==> config.mk <==
export PLATFORM = sky130hd
export DESIGN_NAME = therm_range_mon
export DESIGN_NICKNAME = d
export VERILOG_FILES = /design/src/rtl/therm_range_pkg.sv /design/src/rtl/therm_classify.sv /design/src/rtl/therm_sched.sv /design/src/rtl/therm_status.sv /design/src/rtl/therm_range_mon.sv
export SDC_FILE = /design/constraint.sdc
export NUM_CORES = 1
export LEC_CHECK = 0
export ABC_CLOCK_PERIOD_IN_PS = 3400
export BUFFER_PORTS_ARGS = -buffer_cell sky130_fd_sc_hd__buf_2
export CAP_MARGIN = 20
export CORE_AREA = 2 2 47 49
export CTS_BUF_LIST = sky130_fd_sc_hd__clkbuf_4 sky130_fd_sc_hd__clkbuf_8
export DETAILED_ROUTE_END_ITERATION = 12
export DIE_AREA = 0 0 49 51
export GPL_TIMING_DRIVEN = 0
export PLACE_DENSITY = 0.81
export SLEW_MARGIN = 20
export SYNTH_ARGS = -nofsm -noshare
export SYNTH_HDL_FRONTEND = slang
export SYNTH_HIERARCHICAL = 1
export SYNTH_SLANG_ARGS = --single-unit
==> constraint.sdc <==
create_clock -name clk -period 3.4 [get_ports clk]
set_clock_uncertainty 0.1 [all_clocks]
set_input_delay 0.34 -clock clk [delete_from_list [all_inputs] [get_ports clk]]
set_output_delay 0.34 -clock clk [all_outputs]
set_load 0.02 [all_outputs]
==> src/rtl/therm_range_pkg.sv <==
package therm_range_pkg;

    typedef enum logic [2:0] {
        RANGE_OPEN  = 3'd0,
        RANGE_COLD  = 3'd1,
        RANGE_IDEAL = 3'd2,
        RANGE_HOT   = 3'd3,
        RANGE_UNDER = 3'd4
    } range_e;

    localparam int unsigned NUM_TRIPS = 4;

endpackage

==> src/rtl/therm_classify.sv <==
module therm_classify
    import therm_range_pkg::*;
#(
    parameter int unsigned RES_W      = 20,
    parameter int unsigned TRIP_OPEN  = 100000,
    parameter int unsigned TRIP_COLD  = 30000,
    parameter int unsigned TRIP_HOT   = 3000,
    parameter int unsigned TRIP_UNDER = 500
) (
    input  logic [RES_W-1:0] ohms,
    output range_e           cls
);

    // Trip points, highest resistance first. A reading at or above
    // entry i lies in range i or a colder one.
    localparam logic [RES_W-1:0] TRIP_VEC [NUM_TRIPS] = '{
        RES_W'(TRIP_OPEN), RES_W'(TRIP_COLD), RES_W'(TRIP_HOT), RES_W'(TRIP_UNDER)
    };

    logic [NUM_TRIPS-1:0] at_or_above;

    for (genvar i = 0; i < NUM_TRIPS; i++) begin : g_trip
        assign at_or_above[i] = (ohms >= TRIP_VEC[i]);
    end

    // Monotone trips: the range index is the number of trips not reached.
    always_comb begin
        int unsigned n_hit;
        n_hit = 0;
        for (int i = 0; i < NUM_TRIPS; i++) begin
            n_hit = n_hit + 32'(at_or_above[i]);
        end
        cls = range_e'(3'(NUM_TRIPS - n_hit));
    end

endmodule

==> src/rtl/therm_sched.sv <==
module therm_sched #(
    parameter int unsigned PERIOD_AC   = 32,
    parameter int unsigned PERIOD_BATT = 250
) (
    input  logic clk,
    input  logic rst_n,
    input  logic tick,
    input  logic ac_present,
    output logic req
);

    localparam int unsigned PMAX  = (PERIOD_AC > PERIOD_BATT) ? PERIOD_AC : PERIOD_BATT;
    localparam int unsigned CNT_W = (PMAX > 2) ? $clog2(PMAX) : 1;

    typedef struct packed {
        logic [CNT_W-1:0] cnt;
        logic             ac;
        logic             req;
    } sched_t;

    sched_t sched_d, sched_q;
    logic [CNT_W-1:0] limit;

    always_comb begin
        sched_d     = sched_q;
        sched_d.req = 1'b0;
        sched_d.ac  = ac_present;
        limit       = ac_present ? CNT_W'(PERIOD_AC - 1) : CNT_W'(PERIOD_BATT - 1);
        if (ac_present != sched_q.ac) begin
            sched_d.cnt = '0;
        end else if (tick) begin
            if (sched_q.cnt >= limit) begin
                sched_d.cnt = '0;
                sched_d.req = 1'b1;
            end else begin
                sched_d.cnt = sched_q.cnt + 1'b1;
            end
        end
    end

    always_ff @(posedge clk) begin
        if (!rst_n) begin
            sched_q <= '0;
        end else begin
            sched_q <= sched_d;
        end
    end

    assign req = sched_q.req;

endmodule

==> src/rtl/therm_status.sv <==
module therm_status
    import therm_range_pkg::*;
(
    input  logic   clk,
    input  logic   rst_n,
    input  logic   meas_valid,
    input  range_e cls,
    input  logic   alert_clr,
    output range_e code,
    output logic   alert_n
);

    typedef struct packed {
        range_e code;
        logic   alert;
    } stat_t;

    stat_t stat_d, stat_q;
    logic  changed;

    always_comb begin
        stat_d  = stat_q;
        changed = meas_valid && (cls != stat_q.code);
        if (meas_valid) begin
            stat_d.code = cls;
        end
        // A new change wins over a clear in the same cycle.
        stat_d.alert = changed | (stat_q.alert & ~alert_clr);
    end

    always_ff @(posedge clk) begin
        if (!rst_n) begin
            stat_q <= '{code: RANGE_OPEN, alert: 1'b0};
        end else begin
            stat_q <= stat_d;
        end
    end

    assign code    = stat_q.code;
    assign alert_n = ~stat_q.alert;

endmodule

==> src/rtl/therm_range_mon.sv <==
module therm_range_mon
    import therm_range_pkg::*;
#(
    parameter int unsigned RES_W       = 20,
    parameter int unsigned TRIP_OPEN   = 100000,
    parameter int unsigned TRIP_COLD   = 30000,
    parameter int unsigned TRIP_HOT    = 3000,
    parameter int unsigned TRIP_UNDER  = 500,
    parameter int unsigned PERIOD_AC   = 32,
    parameter int unsigned PERIOD_BATT = 250
) (
    input  logic             clk,
    input  logic             rst_n,
    input  logic             tick_1ms,
    input  logic             ac_present,
    input  logic             meas_valid,
    input  logic [RES_W-1:0] meas_ohms,
    input  logic             alert_clr,
    output logic             meas_req,
    output logic [2:0]       range_code,
    output logic             alert_n
);

    range_e cls;
    range_e code;

    therm_classify #(
        .RES_W      (RES_W),
        .TRIP_OPEN  (TRIP_OPEN),
        .TRIP_COLD  (TRIP_COLD),
        .TRIP_HOT   (TRIP_HOT),
        .TRIP_UNDER (TRIP_UNDER)
    ) u_classify (
        .ohms (meas_ohms),
        .cls  (cls)
    );

    therm_sched #(
        .PERIOD_AC   (PERIOD_AC),
        .PERIOD_BATT (PERIOD_BATT)
    ) u_sched (
        .clk        (clk),
        .rst_n      (rst_n),
        .tick       (tick_1ms),
        .ac_present (ac_present),
        .req        (meas_req)
    );

    therm_status u_status (
        .clk        (clk),
        .rst_n      (rst_n),
        .meas_valid (meas_valid),
        .cls        (cls),
        .alert_clr  (alert_clr),
        .code       (code),
        .alert_n    (alert_n)
    );

    assign range_code = code;

endmodule

==> metrics <==
R2R setup slack 1.81 ns; Detailed Routing Iterations Pass 1 4; DP HPWL 1.536 mm; Period minus WS final 2.459 ns; status finished, final reports clean; most used cell, CP ha_1; Post-DRT Antenna Nets 0; Syn Inst Count 107; yosys warns 6; fin crit share 0.7231; Slew @ Worst Pin 0.4274 ns; Post-Synth Simple-Gate Area 0.2738; synthesis-to-layout area growth 21.63%; NumNets Final 176; Placer Congestion 0.7682; # port buffers 29; Num CTS Buffers 3; WL per Instance 11.11 microns; Int Pwr 0.2583 mW; commonest non-fill, non-tap cell in the layout buf_2; Die W 49 microns; vias per cell 5.250; CTS tree done; CP cell instances buf_2, a211o_1, a211oi_1, o311a_1, fa_1, ha_1, ha_1, xor2_1, nor4_1, nor2_1; global-route wire length before repair 3.477 mm; WP data required 3.47 ns; CP max-delay cell fa_1; core area 2063 sq um; worst path bufs/invs 1; initial antenna violation count 0; via count 882; Gate power share 0.163; worst hold start rst_n; Max-Cap Viols 0; fill count 195; Setup crit end kind register; most frequent cells in the layout buf_2 (29), dfxtp_1 (14), nor3_1 (10), nor2_1 (8), ha_1 (8); post-synthesis cell type count 36; CTS Sinks 14; critical path type input pin to register; critical path peak fanout 4; Setup Slack @ Placement 0.6461 ns; Worst R2R End u_sched/sched_q[8]; Slew headroom 0.7151; placed cell count 164; final worst slack 0.9414 ns; Post-Synth XOR/XNOR Area 0.09625; clock root buffer clkbuf_4; share of cells above drive strength 1 0.3286; Seq/Total Area, Yosys 0.2800; Net Switching 0.08507 mW; fraction of synthesized area in multiplexers 0.04000; boundary pin count 31; fin. max-slew vios 0; Setup TNS Final 0 ns; First DRT Iteration DRCs 3; critical path startpoint category input pin; switch share 0.2478; Max Buffers Root-to-Sink 2; Reg area 280.3 sq um; Residual DRC 0; Initial Util 0.4851; GRT overflow 0; Compound-Gate Fraction of Synth Area 0.1488; multi-input logic area 679.4 sq um; leakage power 0.5735 nW; Crit path max-delay family adder cells; Resized Gates After CTS 0; fmax 0.4067 GHz; setup violators final 0; mean post-synth cell area 9.355 sq um; post-layout util 0.5901; Hold WC Path Type input pin to register; largest family of logic cells by synthesized area simple AND/OR/NAND/NOR gates; Worst R2R Path Depth 5; Seq pwr share 0.492; Hold EP u_sched/sched_q[1]; Cell Pwr Density 282.0 nW/um^2; Post-Syn Nets 142; post-synthesis adder-cell area fraction 0.1200; ant diodes 0; die height 51 microns; final wirelength 1.867 mm; post-route insts no fill 168; gr usage total 0.1786; H-Tree Depth 1; worst hold margin 0.2274 ns; share of power burned in the clock network 0.346; largest net degree at the start of global routing 10; DIE AREA 2499 sq um; Hold Fails Final Rpt 0; Mapped Area 1001 sq um; Clk pin slew, worst setup/hold paths 0.09 ns; hold path cells 2; Worst path depth 10; CTS Hold Buffers Added 0; clock latency on the worst-skew pair 0.28 ns; VDD IR-drop max 200.7 uV; unrepaired setup endpoints after global routing no; Cell Rows 17; Reg2Reg Launch Point u_sched/sched_q[8]; Post CTS Setup Buffer Count 0; max incr delay on CP 0.40 ns; register bit count reported by yosys 14; CP arrival 2.52 ns; number of global-route vias before repair 871
## worst max-delay path by stage
| stage | endpoint | startpoint | slack [ns] |
|---|---|---|---|
| after floorplan | u_status/stat_q[0] | meas_ohms[4] | 0.92 |
| after global placement | u_status/stat_q[0] | meas_ohms[4] | 0.68 |
| after detailed placement | u_status/stat_q[0] | meas_ohms[4] | 0.65 |
| after CTS | u_status/stat_q[0] | meas_ohms[4] | 0.94 |
| after global routing | u_status/stat_q[0] | meas_ohms[19] | 0.72 |
| final | u_status/stat_q[0] | meas_ohms[4] | 0.94 |
## worst reg2reg max path, delay by kind of cell (launching register included)
family                   cells  cell delay (ns)
flip-flops                   1             0.39
AND/OR/NAND/NOR              1             0.20
AO/OA/AOI/OAI                3             0.52
adder cells (fa/ha/maj)      1             0.30
## sequential cells by signal (all words and copies together), names as in the netlist
name,flops
u_status/stat_q,1
u_sched/req,1
u_sched/sched_q,9
u_status/code,3
## Yosys cell counts, drive strengths merged
library cell   n  share of area
dfxtp         14           0.28
and4           1         0.0088
nor2b          5          0.031
nor4bb         1          0.010
nor2           8          0.030
nor4           1         0.0063
xnor2          5          0.044
o21ai          4          0.020
nand2          8          0.038
buf            4          0.034
nand4          4          0.046
and4bb         1          0.012
nand3          3          0.015
a21o           1         0.0075
o211ai         1          0.012
a211oi         2          0.015
o31ai          2          0.034
a211o          2          0.018
a31oi          1         0.0063
and2           1         0.0063
mux2i          4          0.040
a21oi          3          0.019
inv            2         0.0075
ha             8           0.10
o21bai         1         0.0075
nor3          12          0.070
o311a          1          0.010
fa             1          0.020
xor2           6          0.052
## kinds of logic (layout without fill, tap and decap cells)
family / count (synthesis) / count (layout)
simple gates: 45 / 45
fa+ha+maj: 9 / 9
compound gates: 18 / 18
flops: 14 / 14
xor+xnor: 11 / 11
buf+inv: 6 / 39
mux: 4 / 4
## per-layer routing
metal,routed length [microns],vias to the layer above,part of all wire,GRT usage
met5,0,-,0,0
met4,31,0,0.017,0.08571
met3,84,4,0.045,0.02924
met2,954,24,0.51,0.3402
met1,797,395,0.43,0.1920
li1,-,459,-,-
## power by group through the flow
| stage | clock [mW] | combinational (mW) | sequential [mW] |
|---|---|---|---|
| 4_1_cts | 0.124 | 0.0564 | 0.169 |
| 2_1_floorplan | 0 | 0.0302 | 0.172 |
| 5_1_grt | 0.136 | 0.0637 | 0.169 |
| 3_5_place_dp | 0 | 0.0561 | 0.173 |
| 6_report | 0.119 | 0.0558 | 0.169 |
| 3_3_place_gp | 0 | 0.0543 | 0.173 |
## through the flow
step	instance area (sq um)	total power, mW
floorplan	1001	0.2025
global placement	1181	0.2268
detailed placement	1181	0.2288
CTS	1217	0.3492
global route	1217	0.3685
finish	1217	0.3434
## layout make-up
class / count / area share
clock buffer: 4 / 0.02980
timing repair buffer: 29 / 0.1192
multi-input combinational: 87 / 0.5581
buffer: 4 / 0.02775
inverter: 2 / 0.006166
sequential: 14 / 0.2302
tap: 28 / 0.02878
No activity file was read; power rests on OpenSTA's default activity.
